### config.mk
export PLATFORM = sky130hd
export DESIGN_NAME = iorf_top
export DESIGN_NICKNAME = d
export VERILOG_FILES = /design/src/rtl/iorf_pkg.sv /design/src/rtl/iorf_irq_agg.sv /design/src/rtl/iorf_ee_port.sv /design/src/rtl/iorf_top.sv
export SDC_FILE = /design/constraint.sdc
export NUM_CORES = 1
export LEC_CHECK = 0
export ABC_AREA = 1
export CAP_MARGIN = 15
export CORE_MARGIN = 2
export CORE_UTILIZATION = 30
export CTS_CLUSTER_SIZE = 14
export DETAILED_ROUTE_END_ITERATION = 8
export GPL_ROUTABILITY_DRIVEN = 1
export PLACE_DENSITY = 0.75
export SKIP_CTS_REPAIR_TIMING = 1
export SYNTH_ARGS = -nofsm -noshare
export SYNTH_HDL_FRONTEND = slang
export SYNTH_SLANG_ARGS = --single-unit
### constraint.sdc
create_clock -name clk -period 0.82 [get_ports clk]
set_input_delay 0.082 -clock clk [delete_from_list [all_inputs] [get_ports clk]]
set_output_delay 0.082 -clock clk [all_outputs]
set_load 0.01 [all_outputs]
### src/rtl/iorf_pkg.sv
package iorf_pkg;

    localparam int ADDR_W = 8;
    localparam int DATA_W = 32;

    // Register offsets
    localparam logic [ADDR_W-1:0] OFS_ZERO_A = 8'h04;
    localparam logic [ADDR_W-1:0] OFS_NETIRQ = 8'h08;
    localparam logic [ADDR_W-1:0] OFS_PRES   = 8'h0C;
    localparam logic [ADDR_W-1:0] OFS_CSEL   = 8'h10;
    localparam logic [ADDR_W-1:0] OFS_ZERO_B = 8'h14;
    localparam logic [ADDR_W-1:0] OFS_MB_EE  = 8'h18;
    localparam logic [ADDR_W-1:0] OFS_EXP_EE = 8'h1C;

    // Presence register fixed pattern and first live bit
    localparam logic [DATA_W-1:0] PRES_BASE = 32'h0000_0010;
    localparam int                PRES_LSB  = 1;

    typedef struct packed {
        logic cs;
        logic sk;
        logic di;
    } ee_pins_t;

    typedef enum logic [2:0] {
        SEL_NONE,
        SEL_ZERO,
        SEL_NETIRQ,
        SEL_PRES,
        SEL_CSEL,
        SEL_MB_EE,
        SEL_EXP_EE
    } reg_sel_e;

    function automatic reg_sel_e decode_ofs(input logic [ADDR_W-1:0] a);
        reg_sel_e s;
        case (a)
            OFS_ZERO_A, OFS_ZERO_B: s = SEL_ZERO;
            OFS_NETIRQ:             s = SEL_NETIRQ;
            OFS_PRES:               s = SEL_PRES;
            OFS_CSEL:               s = SEL_CSEL;
            OFS_MB_EE:              s = SEL_MB_EE;
            OFS_EXP_EE:             s = SEL_EXP_EE;
            default:                s = SEL_NONE;
        endcase
        return s;
    endfunction

    // Status bit owned by a port: slot base plus port number
    function automatic int irq_pos(input int base, input int port);
        return base + port;
    endfunction

endpackage

### src/rtl/iorf_irq_agg.sv
module iorf_irq_agg
    import iorf_pkg::*;
#(
    parameter int S0_PORTS = 2,
    parameter int S1_PORTS = 4,
    parameter int S0_BASE  = 4,
    parameter int S1_BASE  = 0,
    parameter int STAT_W   = 6
) (
    input  logic                clk,
    input  logic                rst,
    input  logic [S0_PORTS-1:0] s0_set,
    input  logic [S0_PORTS-1:0] s0_clr,
    input  logic [S1_PORTS-1:0] s1_set,
    input  logic [S1_PORTS-1:0] s1_clr,
    output logic [STAT_W-1:0]   status,
    output logic                irq_o
);

    logic [STAT_W-1:0] set_vec;
    logic [STAT_W-1:0] clr_vec;
    logic [STAT_W-1:0] status_nx;

    always_comb begin
        set_vec = '0;
        clr_vec = '0;
        for (int p = 0; p < S0_PORTS; p++) begin
            set_vec[irq_pos(S0_BASE, p)] = s0_set[p];
            clr_vec[irq_pos(S0_BASE, p)] = s0_clr[p];
        end
        for (int p = 0; p < S1_PORTS; p++) begin
            set_vec[irq_pos(S1_BASE, p)] = s1_set[p];
            clr_vec[irq_pos(S1_BASE, p)] = s1_clr[p];
        end
        // set applied after clear so that a collision leaves the bit set
        status_nx = (status & ~clr_vec) | set_vec;
    end

    always_ff @(posedge clk) begin
        if (rst) begin
            status <= '0;
            irq_o  <= 1'b0;
        end else begin
            status <= status_nx;
            irq_o  <= |status;
        end
    end


    set_wins_chk: assert property (@(posedge clk) disable iff (rst)
        (|set_vec) |=> ((status & $past(set_vec)) == $past(set_vec)));


    clear_only_chk: assert property (@(posedge clk) disable iff (rst)
        (|(clr_vec & ~set_vec)) |=> ((status & $past(clr_vec & ~set_vec)) == '0));


    hold_chk: assert property (@(posedge clk) disable iff (rst)
        (set_vec == '0 && clr_vec == '0) |=> $stable(status));


    irq_lag_chk: assert property (@(posedge clk) disable iff (rst)
        1'b1 |=> (irq_o == ($past(status) != '0)));

endmodule

### src/rtl/iorf_ee_port.sv
module iorf_ee_port
    import iorf_pkg::*;
#(
    parameter int CS_BIT = 4,
    parameter int SK_BIT = 2,
    parameter int DI_BIT = 6,
    parameter int DO_BIT = 7
) (
    input  logic              clk,
    input  logic              rst,
    input  logic              wr_en,
    input  logic [DATA_W-1:0] wdata,
    input  logic              ee_do,
    output ee_pins_t          pins,
    output logic [DATA_W-1:0] rd_val
);

    always_ff @(posedge clk) begin
        if (rst) begin
            pins <= '0;
        end else if (wr_en) begin
            pins.cs <= wdata[CS_BIT];
            pins.sk <= wdata[SK_BIT];
            pins.di <= wdata[DI_BIT];
        end
    end

    always_comb begin
        rd_val         = '0;
        rd_val[DO_BIT] = ee_do;
    end


    pin_load_chk: assert property (@(posedge clk) disable iff (rst)
        wr_en |=> (pins.cs == $past(wdata[CS_BIT]) && pins.sk == $past(wdata[SK_BIT])
                   && pins.di == $past(wdata[DI_BIT])));


    pin_hold_chk: assert property (@(posedge clk) disable iff (rst)
        !wr_en |=> $stable(pins));

endmodule

### src/rtl/iorf_top.sv
module iorf_top
    import iorf_pkg::*;
#(
    parameter int S0_PORTS = 2,
    parameter int S1_PORTS = 4,
    parameter int S0_BASE  = 4,
    parameter int S1_BASE  = 0,
    parameter int STAT_W   = 6,
    parameter int CSEL_W   = 8,
    parameter int NCARD    = 2
) (
    input  logic                clk,
    input  logic                rst,
    input  logic [ADDR_W-1:0]   bus_addr,
    input  logic                bus_wr,
    input  logic                bus_rd,
    input  logic [DATA_W-1:0]   bus_wdata,
    output logic [DATA_W-1:0]   bus_rdata,
    input  logic [S0_PORTS-1:0] s0_irq_set,
    input  logic [S0_PORTS-1:0] s0_irq_clr,
    input  logic [S1_PORTS-1:0] s1_irq_set,
    input  logic [S1_PORTS-1:0] s1_irq_clr,
    output logic                net_irq,
    input  logic [NCARD-1:0]    card_present,
    output logic [CSEL_W-1:0]   card_sel,
    output logic                mb_ee_cs,
    output logic                mb_ee_sk,
    output logic                mb_ee_di,
    input  logic                mb_ee_do,
    output logic                exp_ee_cs,
    output logic                exp_ee_sk,
    output logic                exp_ee_di,
    input  logic                exp_ee_do
);

    reg_sel_e          sel;
    logic              wr_csel;
    logic              wr_mb;
    logic              wr_exp;
    logic [STAT_W-1:0] status;
    logic [DATA_W-1:0] pres_val;
    logic [DATA_W-1:0] mb_rd;
    logic [DATA_W-1:0] exp_rd;
    ee_pins_t          mb_pins;
    ee_pins_t          exp_pins;

    assign sel     = decode_ofs(bus_addr);
    assign wr_csel = bus_wr && (sel == SEL_CSEL);
    assign wr_mb   = bus_wr && (sel == SEL_MB_EE);
    assign wr_exp  = bus_wr && (sel == SEL_EXP_EE);

    iorf_irq_agg #(
        .S0_PORTS(S0_PORTS), .S1_PORTS(S1_PORTS),
        .S0_BASE(S0_BASE),   .S1_BASE(S1_BASE),
        .STAT_W(STAT_W)
    ) u_irq (
        .clk(clk), .rst(rst),
        .s0_set(s0_irq_set), .s0_clr(s0_irq_clr),
        .s1_set(s1_irq_set), .s1_clr(s1_irq_clr),
        .status(status), .irq_o(net_irq)
    );

    iorf_ee_port #(.CS_BIT(0), .SK_BIT(1), .DI_BIT(2), .DO_BIT(3)) u_mb_ee (
        .clk(clk), .rst(rst), .wr_en(wr_mb), .wdata(bus_wdata),
        .ee_do(mb_ee_do), .pins(mb_pins), .rd_val(mb_rd)
    );

    iorf_ee_port #(.CS_BIT(4), .SK_BIT(2), .DI_BIT(6), .DO_BIT(7)) u_exp_ee (
        .clk(clk), .rst(rst), .wr_en(wr_exp), .wdata(bus_wdata),
        .ee_do(exp_ee_do), .pins(exp_pins), .rd_val(exp_rd)
    );

    assign mb_ee_cs  = mb_pins.cs;
    assign mb_ee_sk  = mb_pins.sk;
    assign mb_ee_di  = mb_pins.di;
    assign exp_ee_cs = exp_pins.cs;
    assign exp_ee_sk = exp_pins.sk;
    assign exp_ee_di = exp_pins.di;

    always_ff @(posedge clk) begin
        if (rst)          card_sel <= '0;
        else if (wr_csel) card_sel <= bus_wdata[CSEL_W-1:0];
    end

    always_comb begin
        pres_val = PRES_BASE;
        for (int c = 0; c < NCARD; c++) begin
            pres_val[PRES_LSB + c] = card_present[c];
        end
    end

    always_comb begin
        bus_rdata = '0;
        if (bus_rd) begin
            case (sel)
                SEL_NETIRQ: bus_rdata[STAT_W-1:0] = status;
                SEL_PRES:   bus_rdata = pres_val;
                SEL_CSEL:   bus_rdata[CSEL_W-1:0] = card_sel;
                SEL_MB_EE:  bus_rdata = mb_rd;
                SEL_EXP_EE: bus_rdata = exp_rd;
                default:    bus_rdata = '0;
            endcase
        end
    end


    csel_load_chk: assert property (@(posedge clk) disable iff (rst)
        wr_csel |=> (card_sel == $past(bus_wdata[CSEL_W-1:0])));


    csel_hold_chk: assert property (@(posedge clk) disable iff (rst)
        !wr_csel |=> $stable(card_sel));


    idle_bus_chk: assert property (@(posedge clk) disable iff (rst)
        !bus_rd |-> (bus_rdata == '0));

endmodule

---- Word level (Yosys, flattened, before mapping) ----
Index checks and enable logic that the tools add are counted.
operators by class
  shifts and indexed selects .............. 0
  bitwise operators ....................... 3
  equality and inequality tests ........... 12
  multiply operators ...................... 0
  multiplexer cells ....................... 4
  add/subtract/negate cells ............... 0
  div/mod/pow operators ................... 0
  magnitude comparators ................... 0
  reduce and logical (&&, ||, !) cells .... 5
operators by type and width
  kind                  number
  $eq A8 B5 Y1 const B  4
  $pmux W6 S4           1
  $pmux W3 S6           1
  $eq A8 B4 Y1 const B  2
  $eq A3 B3 Y1 const B  3
  $eq A8 B3 Y1 const B  1
  $mux W8               1
  $and A6 B6 Y6         1
  $eq A3 B2 Y1 const B  2
  $not A6 Y6            1
  $or A6 B6 Y6          1
  $reduce_or A6 Y1      1
  $pmux W2 S2           1
  $logic_and A1 B1 Y1   3
  $reduce_or A2 Y1      1
storage, ports and cells
  word-level logic and storage cells ...... 33
  latch bits .............................. 0
  bits of input ports ..................... 60
  memory bits (read-only) ................. 0
  bits in writable memories ............... 0
  register bits ........................... 21
  memories ................................ 0
  output and inout port bits .............. 47

---- Longest topological paths before layout ----
  depth in word-level cells ............... 6
  mapped depth ............................ 8
  gate-level depth less buffers ........... 8

---- Hierarchy ----
Synthesis repeated with hierarchy kept, for this count alone.
second synthesis, totals
  cells, all modules ...................... 360
  area, all modules ....................... 2230.9 um2
modules (own cells, without submodules)
  module        cells an instance  area an instance (um2)  times used
  iorf_top      224                1260.0                  1
  iorf_ee_port  52                 364.1                   2
  iorf_irq_agg  32                 242.7                   1

---- Least setup slack after synthesis ----
Ideal clock, no wire load.
  path type ............................... input -> output
  start ................................... input bus_addr[1]
  end ..................................... output bus_rdata[1]
  required time ........................... 0.738 ns
  slack ................................... -0.081 ns
  path buffers ............................ 0
  data arrival time ....................... 0.819 ns
  cell stages on the path ................. 7
  path through ............................ nor2_4 > nand2_2 > nor2_8 > inv_2 > nor2_1 > nor2_1 > nor2_1
between the ends
  longest elaborated chain between the ends .. 6
  elaborated cells between the ends (all ways) .. 15
  those cells by class .................... 11 x eq/ne; 3 x mux; 1 x reduce/logical
RTL lines
  element                                       line            source
  from (decl)                                   iorf_top.sv:14  input logic [ADDR_W-1:0] bus_addr,
  $eq A8 B3 Y1 or $eq A8 B5 Y1 (tied branches)  iorf_pkg.sv:37  case (a)
  $reduce_or A2 Y1                              iorf_pkg.sv:37
  $pmux W3 S6 *                                 iorf_pkg.sv:37
  $eq A3 B3 Y1, or another cell as far along    n/a
  $pmux W6 S4 *                                 iorf_top.sv:95  case (sel)
  $mux W8 *                                     iorf_top.sv:94  if (bus_rd) begin
  to (decl)                                     iorf_top.sv:18  output logic [DATA_W-1:0] bus_rdata,
Every way passes the cells marked *; elsewhere a longest branch is shown, timed or not.

---- Worst setup path after layout ----
  start ................................... input bus_addr[0]
  end ..................................... output bus_rdata[2]
Same word-level chain as after synthesis.

==> impl_metrics.tcl <==
set metrics [dict create \
    drc 0 \
    hold_slack_ns 0.279 \
    synth_top_area_share_pct 31.8 \
    grt_overflow_total 0 \
    yosys_register_bits 21 \
    drt_pass1_iterations 4 \
    grt_pass1_vias 1358 \
    vias 1506 \
    drv_cap 0 \
    cts_tree "yes" \
    fmaxAchievable_mhz 820 \
    diodes 0 \
    fin_crit_sh_pct 149 \
    slew_viol_final 0 \
    timing.reg2reg.setup_slack_ns -0.21 \
    synthTopCellsByCount "45 x nor2_1, 38 x nand2_1, 24 x buf_4" \
    fp.coreArea_sq_mm 0.00429 \
    row_count 24 \
    synthTopCellsByArea "dfxtp_1 32%, buf_4 14%, nor2_1 13%" \
    ant_nets 0 \
    syn_to_final_growth_pct 78.8 \
    leakagePower_nw 1.12 \
    design_area_sq_mm 0.00236 \
    avgSynthCellArea_sq_um 6.57 \
    final_cells 344 \
    cts.clk_slew.worst_paths_ns 0.08 \
    fillers 419 \
    synth_cell_types 21 \
    cts_root_buf "clkbuf_8" \
    fin_ws_ns -0.399 \
    yosysMostFrequentCell "nor2_1" \
    ir_drop_uv 681 \
    reg2regPathDepth 5 \
    hold-path-cell-count 6 \
    grt_usage_pct 14.3 \
    syn_inst 201 \
    final_core_util_pct 55.0 \
    cp_max_fo 6 \
    drive_gt1_share_pct 43.2 \
    grt_pass1_wl_um 5690 \
    rsz0062_at_grt "yes" \
    grt_start_max_net_pins 13 \
    port_buffers 58 \
    gp_congestion 0.794 \
    cp.arrival_ns 1.14 \
    synth-edff-count 0 \
    die_y_um 70.4 \
    dieArea_sq_mm 0.00495 \
    finalCriticalPeriod_ns 1.22 \
    drt_iter0_markers 33 \
    viasPerCell 4.38 \
    die_x_um 70.4 \
    setup_viol 25 \
    cts-buffers-inserted 3 \
    critPathKind "in -> out" \
    async_flop_share_pct 0 \
    io_pins 107 \
    cts_sinks 21 \
    hpwl_um 2870 \
    yosys.area.top_type "dfxtp_1" \
    synthFlopType "dfxtp_1" \
    required_ns 0.74 \
    dp_cells 329 \
    total_power_w 0.00225 \
    totalWireLength_um 3950 \
    cp-end-kind "output port" \
    cts_max_level 1 \
    skew_ns 0.000800 \
    yosysWarningCount 0 \
    final-hold-violation-count 0 \
    ys_seq_area_share_pct 31.8 \
    hold_class "in -> reg" \
    status "finished with violations" \
    dpl_cell_area_sq_mm 0.00209 \
    final_net_count 353 \
    insertion_delay_ns 0.26 \
    antenna_found_initial 0 \
    violations "setup timing" \
    start_kind "primary input" \
    syn_area_sq_mm 0.00132 \
    initial_core_util_pct 30.8 \
    clock_path_buffers 2 \
    routedWlPerCell_um 11.5 \
    power.density_mw_per_mm2 953 \
]
## worst paths after layout
kind                                 startpoint          endpoint
worst max-delay path                bus_addr[0]      bus_rdata[2]
worst min-delay path                bus_addr[0]  u_exp_ee.pins[1]
worst max register to register  u_irq.status[2]       u_irq.irq_o
worst min register to register  u_mb_ee.pins[0]   u_mb_ee.pins[0]
## per-layer routing
layer  track usage, %  share of wire [%]  vias to the layer above
li1                 -                  -                      753
met1             16.1                 40                      695
met2             26.1                 52                       52
met3             3.03                6.0                        6
met4             5.13                1.5                        0
met5                0                  0                        -
## critical path: stages
cell     delay, ns
buf_8         0.10
nor2_4        0.14
buf_6         0.13
nand2_4       0.05
nor2_8        0.12
buf_6         0.12
inv_6         0.03
nor2_2        0.08
nor2_2        0.06
nor2_4        0.09
buf_6         0.11
## power by group
group	total (W)	leakage [nW]	switching, W	internal (W)
combinational	0.000496	0.921	0.000251	0.000246
clock	0.000697	0.0228	0.000350	0.000347
sequential	0.00106	0.179	0.0000125	0.00104
total	0.00225	1.12	0.000613	0.00164
## stage by stage
step,setup slack [ns],setup TNS (ns)
after floorplan,-0.0638,-0.472
after global placement,-1.16,-21.85
after detailed placement,-1.21,-22.63
after CTS,-1.22,-22.49
after global routing,-0.466,-6.18
final,-0.399,-4.82
## placed cells by master (no fill, tap or decap), types with 3 or more instances in the layout
| cell type | count |
|---|---|
| nand2_1 | 35 |
| nor2_1 | 34 |
| buf_6 | 29 |
| clkdlybuf4s50_1 | 26 |
| conb_1 | 24 |
| inv_1 | 21 |
| dfxtp_2 | 17 |
| buf_4 | 17 |
| nor2_4 | 12 |
| clkbuf_2 | 10 |
| a21oi_1 | 9 |
| nor2_2 | 7 |
| nand3_1 | 6 |
| o21ai_2 | 6 |
| nand2_4 | 5 |
| buf_2 | 4 |
| dfxtp_1 | 4 |
| nand3_2 | 3 |
| a21oi_2 | 3 |
| nand4_1 | 3 |
| clkbuf_8 | 3 |
## cells by family (layout without fill, tap and decap cells)
family          count (synthesis)  count (layout)  share of synthesized area, %
buf+inv                        50             117                          22.1
simple gates                  109             110                          38.3
compound gates                 20              20                          7.58
flops                          21              21                          31.8
other cells                     1              24                         0.284
## area by class of cell
cell class              instances  area (sq um)  area share, %
multi-input cells             154           871           36.9
repair buffers                 89           832           35.2
flip-flops and latches         21           442           18.7
inverters                      24           108           4.56
well taps                      52          65.1           2.75
clock buffers                   4          45.0           1.91
## sequential cells by signal, indices dropped and copies added (netlist names)
signal and count:
u_exp_ee.pins 3, card_sel 8, u_irq.status 6, u_irq.irq_o 1, u_mb_ee.pins 3
No activity file was read; power rests on OpenSTA's default activity.
